### src/rtl/cdma_pkg.sv
package cdma_pkg;

   localparam int DWORD_W         = 32;
   localparam int DESC_WORDS      = 4;
   localparam int DESC_BYTES      = 16;
   localparam int TABLE_HDR_BYTES = 16;
   localparam int CTRL_IRQ_BIT    = 16;

   typedef enum logic [1:0] {
      SEL_CTRL    = 2'd0,
      SEL_BASE_HI = 2'd1,
      SEL_BASE_LO = 2'd2,
      SEL_LAST    = 2'd3
   } cfg_sel_e;

   typedef enum logic [2:0] {
      ST_IDLE   = 3'd0,
      ST_FETCH  = 3'd1,
      ST_FILL   = 3'd2,
      ST_ISSUE  = 3'd3,
      ST_WAIT   = 3'd4,
      ST_UPDATE = 3'd5,
      ST_DONE   = 3'd6
   } seq_state_e;

   function automatic logic [DWORD_W-1:0] dw_align(input logic [DWORD_W-1:0] a);
      return {a[DWORD_W-1:2], 2'b00};
   endfunction

endpackage

### src/rtl/cdma_cfg_regs.sv
module cdma_cfg_regs
   import cdma_pkg::*;
#(
   parameter int IDX_W = 16
) (
   input  logic               clk,
   input  logic               rst_n,
   input  logic               wr_en,
   input  logic [1:0]         wr_sel,
   input  logic [31:0]        wr_data,
   input  logic               lock,
   output logic [IDX_W-1:0]   desc_cnt,
   output logic               end_irq_en,
   output logic [31:0]        base_hi,
   output logic [31:0]        base_lo,
   output logic [IDX_W-1:0]   last_idx,
   output logic               start
);

   generate
      if (IDX_W < 1 || IDX_W > 16) begin : g_bad_idx
         $error("cdma_cfg_regs: IDX_W must lie in 1..16");
      end
   endgenerate

   logic accept;
   logic unused_cfg;

   assign accept     = wr_en && !lock;
   assign start      = accept && (cfg_sel_e'(wr_sel) == SEL_LAST);
   assign unused_cfg = ^wr_data[31:CTRL_IRQ_BIT+1];

   always_ff @(posedge clk) begin
      if (!rst_n) begin
         desc_cnt   <= '0;
         end_irq_en <= 1'b0;
         base_hi    <= '0;
         base_lo    <= '0;
         last_idx   <= '0;
      end else if (accept) begin
         case (cfg_sel_e'(wr_sel))
            SEL_CTRL: begin
               desc_cnt   <= wr_data[IDX_W-1:0];
               end_irq_en <= wr_data[CTRL_IRQ_BIT];
            end
            SEL_BASE_HI: base_hi  <= wr_data;
            SEL_BASE_LO: base_lo  <= wr_data;
            default:     last_idx <= wr_data[IDX_W-1:0];
         endcase
      end
   end

endmodule

### src/rtl/cdma_desc_cap.sv
module cdma_desc_cap
   import cdma_pkg::*;
#(
   parameter int LEN_W = 16
) (
   input  logic               clk,
   input  logic               rst_n,
   input  logic               clear,
   input  logic               beat_vld,
   input  logic [31:0]        beat_data,
   output logic               fill_done,
   output logic [LEN_W-1:0]   len,
   output logic [31:0]        ep_addr,
   output logic [31:0]        host_hi,
   output logic [31:0]        host_lo
);

   localparam int BEAT_W = $clog2(DESC_WORDS);

   generate
      if (LEN_W < 1 || LEN_W > DWORD_W) begin : g_bad_len
         $error("cdma_desc_cap: LEN_W must lie in 1..32");
      end
   endgenerate

   logic [BEAT_W-1:0]                  beat;
   logic [DESC_WORDS-1:0][DWORD_W-1:0] words;
   logic                               unused_len;

   always_ff @(posedge clk) begin
      if (!rst_n || clear) begin
         beat <= '0;
      end else if (beat_vld) begin
         beat <= beat + 1'b1;
      end
   end

   always_ff @(posedge clk) begin
      if (!rst_n) begin
         words <= '0;
      end else begin
         for (int w = 0; w < DESC_WORDS; w++) begin
            if (beat_vld && beat == BEAT_W'(w)) words[w] <= beat_data;
         end
      end
   end

   assign fill_done = beat_vld && (beat == BEAT_W'(DESC_WORDS - 1));
   assign len       = words[0][LEN_W-1:0];
   assign ep_addr   = words[1];
   assign host_hi   = words[2];
   assign host_lo   = words[3];

   generate
      if (LEN_W < DWORD_W) begin : g_len_rest
         assign unused_len = ^words[0][DWORD_W-1:LEN_W];
      end else begin : g_len_full
         assign unused_len = 1'b0;
      end
   endgenerate

endmodule

### src/rtl/cdma_addr_gen.sv
module cdma_addr_gen
   import cdma_pkg::*;
#(
   parameter int ADDR_W = 64,
   parameter int IDX_W  = 16
) (
   input  logic [31:0]        base_hi,
   input  logic [31:0]        base_lo,
   input  logic [IDX_W-1:0]   idx,
   input  logic [31:0]        host_hi,
   input  logic [31:0]        host_lo,
   output logic [ADDR_W-1:0]  fetch_addr,
   output logic [ADDR_W-1:0]  host_addr
);

   localparam int IDX_SHIFT = $clog2(DESC_BYTES);

   generate
      if (ADDR_W < 32 || ADDR_W > 64) begin : g_bad_addr
         $error("cdma_addr_gen: ADDR_W must lie in 32..64");
      end
   endgenerate

   logic [ADDR_W-1:0] base_full;
   logic [ADDR_W-1:0] offset;

   generate
      if (ADDR_W > 32) begin : g_wide
         logic unused_hi;
         assign base_full = {base_hi[ADDR_W-33:0], dw_align(base_lo)};
         assign host_addr = {host_hi[ADDR_W-33:0], dw_align(host_lo)};
         if (ADDR_W < 64) begin : g_part
            assign unused_hi = ^{base_hi[31:ADDR_W-32], host_hi[31:ADDR_W-32]};
         end else begin : g_full
            assign unused_hi = 1'b0;
         end
      end else begin : g_narrow
         logic unused_hi;
         assign base_full = dw_align(base_lo);
         assign host_addr = dw_align(host_lo);
         assign unused_hi = ^{base_hi, host_hi};
      end
   endgenerate

   assign offset     = ADDR_W'(TABLE_HDR_BYTES) + (ADDR_W'(idx) << IDX_SHIFT);
   assign fetch_addr = base_full + offset;

endmodule

### src/rtl/cdma_chain_seq.sv
module cdma_chain_seq
   import cdma_pkg::*;
#(
   parameter int ADDR_W = 64,
   parameter int IDX_W  = 16,
   parameter int LEN_W  = 16
) (
   input  logic                clk,
   input  logic                rst_n,
   input  logic                cfg_we,
   input  logic [1:0]          cfg_sel,
   input  logic [31:0]         cfg_wdata,
   output logic                fetch_req,
   output logic [ADDR_W-1:0]   fetch_addr,
   input  logic                fetch_gnt,
   input  logic                fetch_vld,
   input  logic [31:0]         fetch_data,
   output logic                xfer_req,
   output logic [LEN_W-1:0]    xfer_len,
   output logic [31:0]         xfer_ep_addr,
   output logic [ADDR_W-1:0]   xfer_host_addr,
   input  logic                xfer_done,
   output logic                busy,
   output logic [IDX_W-1:0]    stat_idx,
   output logic                stat_empty,
   output logic                irq_req
);

   seq_state_e        state;
   logic [IDX_W-1:0]  idx;
   logic [IDX_W-1:0]  desc_cnt;
   logic [IDX_W-1:0]  last_idx;
   logic [IDX_W-1:0]  stop_idx;
   logic [31:0]       base_hi;
   logic [31:0]       base_lo;
   logic [31:0]       ep_raw;
   logic [31:0]       host_hi;
   logic [31:0]       host_lo;
   logic              end_irq_en;
   logic              start;
   logic              go;
   logic              fill_done;

   cdma_cfg_regs #(.IDX_W(IDX_W)) u_regs (
      .clk        (clk),
      .rst_n      (rst_n),
      .wr_en      (cfg_we),
      .wr_sel     (cfg_sel),
      .wr_data    (cfg_wdata),
      .lock       (busy),
      .desc_cnt   (desc_cnt),
      .end_irq_en (end_irq_en),
      .base_hi    (base_hi),
      .base_lo    (base_lo),
      .last_idx   (last_idx),
      .start      (start)
   );

   cdma_desc_cap #(.LEN_W(LEN_W)) u_cap (
      .clk       (clk),
      .rst_n     (rst_n),
      .clear     (state == ST_FETCH && fetch_gnt),
      .beat_vld  (state == ST_FILL && fetch_vld),
      .beat_data (fetch_data),
      .fill_done (fill_done),
      .len       (xfer_len),
      .ep_addr   (ep_raw),
      .host_hi   (host_hi),
      .host_lo   (host_lo)
   );

   cdma_addr_gen #(.ADDR_W(ADDR_W), .IDX_W(IDX_W)) u_addr (
      .base_hi    (base_hi),
      .base_lo    (base_lo),
      .idx        (idx),
      .host_hi    (host_hi),
      .host_lo    (host_lo),
      .fetch_addr (fetch_addr),
      .host_addr  (xfer_host_addr)
   );

   assign stop_idx     = (last_idx >= desc_cnt) ? desc_cnt - 1'b1 : last_idx;
   assign go           = start && (desc_cnt != '0);
   assign xfer_ep_addr = dw_align(ep_raw);

   always_ff @(posedge clk) begin
      if (!rst_n) begin
         state      <= ST_IDLE;
         idx        <= '0;
         stat_idx   <= '1;
         stat_empty <= 1'b1;
      end else begin
         case (state)
            ST_IDLE: begin
               if (go) begin
                  state      <= ST_FETCH;
                  idx        <= '0;
                  stat_idx   <= '1;
                  stat_empty <= 1'b0;
               end
            end
            ST_FETCH:  if (fetch_gnt) state <= ST_FILL;
            ST_FILL:   if (fill_done) state <= ST_ISSUE;
            ST_ISSUE:  state <= ST_WAIT;
            ST_WAIT:   if (xfer_done) state <= ST_UPDATE;
            ST_UPDATE: begin
               stat_idx <= idx;
               if (idx == stop_idx) begin
                  stat_empty <= 1'b1;
                  state      <= ST_DONE;
               end else begin
                  idx   <= idx + 1'b1;
                  state <= ST_FETCH;
               end
            end
            default:   state <= ST_IDLE;
         endcase
      end
   end

   assign busy      = (state != ST_IDLE);
   assign fetch_req = (state == ST_FETCH);
   assign xfer_req  = (state == ST_ISSUE);
   assign irq_req   = (state == ST_DONE) && end_irq_en;

endmodule

### config.mk
export PLATFORM = sky130hd
export DESIGN_NAME = cdma_chain_seq
export DESIGN_NICKNAME = d
export VERILOG_FILES = /design/src/rtl/cdma_pkg.sv /design/src/rtl/cdma_cfg_regs.sv /design/src/rtl/cdma_desc_cap.sv /design/src/rtl/cdma_addr_gen.sv /design/src/rtl/cdma_chain_seq.sv
export SDC_FILE = /design/constraint.sdc
export NUM_CORES = 1
export LEC_CHECK = 0
export ABC_AREA = 1
export CORE_MARGIN = 8
export CORE_UTILIZATION = 45
export CTS_BUF_LIST = sky130_fd_sc_hd__clkbuf_2 sky130_fd_sc_hd__clkbuf_4 sky130_fd_sc_hd__clkbuf_8
export DETAILED_ROUTE_END_ITERATION = 10
export GPL_TIMING_DRIVEN = 1
export PLACE_DENSITY = 0.66
export SYNTH_ARGS = -nofsm -noshare
export SYNTH_HDL_FRONTEND = slang
export SYNTH_HIERARCHICAL = 1
export SYNTH_SLANG_ARGS = --single-unit
### constraint.sdc
create_clock -name clk -period 7.15 [get_ports clk]
set_input_delay 1.0725 -clock clk [delete_from_list [all_inputs] [get_ports clk]]
set_output_delay 1.0725 -clock clk [all_outputs]
set_load 0.01 [all_outputs]
==> qor.yml <==
finish:
  multi_input_area_sq_um: 8350
  seqCellArea_sq_um: 4820
  nets: 2845
  antenna_cells: 0
  drive_gt1_share_pct: 6.22
  nFillCells: 3470
  layout_common_cells: "nand2_1, nor2_1, inv_1"
  area_growth_pct: 20.3
  final_common_cell: "nand2_1"
  fin_area_sq_um: 18700
clock_network:
  numCtsBuffers: 43
  insertion_delay_ps: 580
  clkTransAtPathRegs_ps: 60
  hold_buffers: 0
  cts_tree: "done"
  cts_max_path_buffers: 3
  cts_setup_buffers: 0
  clock_sinks: 241
  cts-root-buf: "clkbuf_8"
  cts_resized: 0
  htreeDepth: 2
pwr:
  irDropWorstVdd_mv: 0.157
  power_per_cell_area_nw_per_um2: 211
  p_leak_nw: 9.23
placement:
  hpwlAfterDp_mm: 38.6
  placed_cell_area_sq_um: 17800
  gp_congestion: 0.967
  io_buffers: 262
sta:
  fmax_mhz: 206
  slew_headroom_pct: 19.0
  finalSetupViolations: 0
  clock_skew_ps: 24.1
  fin_hold_ws_ps: 468
  period_needed_ps: 4850
  fin_tns_setup_ps: 0
  hold_viol_final: 0
  grt_setup_unrepaired: "no"
  max_slew.worst_pin.slew_ps: 1210
  maxSlewViolCount: 0
  fin_crit_sh_pct: 67.9
critical_path:
  regToRegEndpoint: "idx[6]$_SDFFE_PN0P_"
  worst-path-max-fanout: 7
  crit_path_end_kind: "primary output"
  ff2ff_setup_slack_ps: 3720
  critPathLaunch: "idx[0]$_SDFFE_PN0P_"
  ff2ff_path_depth: 19
  worstSetupPathType: "reg2out"
  regToRegStartpoint: "u_regs/desc_cnt[10]$_SDFFE_PN0P_"
  cp.arrival_ps: 3780
  required_ps: 6080
  cp-start-kind: "register"
drt:
  vias_per_cell: 4.90
  drt_iter0_drc: 1252
  vias: 15700
  first_pass_iters: 5
  antenna_left: 0
  wl_per_cell_um: 15.8
  drc: 0
  wl_mm: 50.5
global_route:
  antenna_found_initial: 0
  grt_pass1_vias: 14600
  grt_overflow_total: 0
  grt_first_pass_wirelength_mm: 79.3
  grt.total_usage_pct: 23.8
  grt_max_degree: 116
worst_hold_path:
  hold_path.class: "reg2reg"
  min_to: "stat_empty$_SDFFE_PN1P_"
  hold_path_depth: 2
  hold_start: "stat_empty$_SDFFE_PN1P_"
die:
  dieArea_sq_um: 40800
  core_sq_um: 34300
  rows: 68
  die_h_um: 202
  die-width_um: 202
  ios: 269
  start_util_pct: 45.4
yosys:
  synth.yosys.warnings: 6
  netlist_instances: 2563
  avgSynthCellArea_sq_um: 6.07
  synth_area_sq_um: 15600
status:
  status: "completed"
flow_run:
  maxCapViolations: 0
==> stage by stage <==
step | setup slack, ps | power [mW] | utilization (%) | cells
2_1_floorplan | 3920 | 2.21 | - | 2567
3_3_place_gp | 2980 | 2.51 | 51.9 | 3128
3_5_place_dp | 2890 | 2.52 | 51.9 | 3128
4_1_cts | 2270 | 3.97 | 54.6 | 3205
5_1_grt | 2100 | 4.16 | 54.6 | 3205
6_report | 2300 | 3.94 | 54.6 | 3205
==> layout make-up <==
class | count | area share [%]
multi-input combinational | 1804 | 44.6
timing repair buffer | 272 | 14.4
inverter | 356 | 7.13
sequential | 241 | 25.8
tap | 455 | 3.04
clock buffer | 68 | 4.39
clock inverter | 9 | 0.688
==> power by group <==
part	switching, mW	leakage (nW)	total (mW)	internal [mW]
registers	0.0882	1.95	1.50	1.41
logic	0.627	6.77	1.00	0.378
clock network	0.600	0.507	1.44	0.841
==> state kept, by name, indices dropped and copies added, names as in the netlist, 30 cells and up <==
signal / count
u_cap/ep_addr: 30
u_cap/host_hi: 32
u_cap/host_lo: 30
u_regs/base_hi: 32
u_regs/base_lo: 30
==> worst max-delay path, stage by stage (launching register included) <==
cell and delay (ps):
dfxtp_1 440, inv_1 70, ha_1 190, inv_1 50, ha_1 270, inv_1 90
fa_1 410, inv_1 110, nand3_1 90, nand3_2 160, a21oi_1 130, o21ai_2 410
nand3b_1 130, nand2_1 100, clkdlybuf4s50_1 530
==> worst max path at each step <==
stage                     endpoint  slack (ps)
floorplan           fetch_addr[21]        3920
global placement    fetch_addr[53]        2980
global route        fetch_addr[37]        2100
CTS                 fetch_addr[37]        2270
finish              fetch_addr[37]        2300
detailed placement  fetch_addr[53]        2890
==> metal layers <==
layer | global-route usage [%] | part of all wire [%]
met1 | 30.6 | 44
met2 | 39.9 | 46
met3 | 3.99 | 6.6
met4 | 8.14 | 3.2
met5 | 0 | 0
No activity file was read; power rests on OpenSTA's default activity.
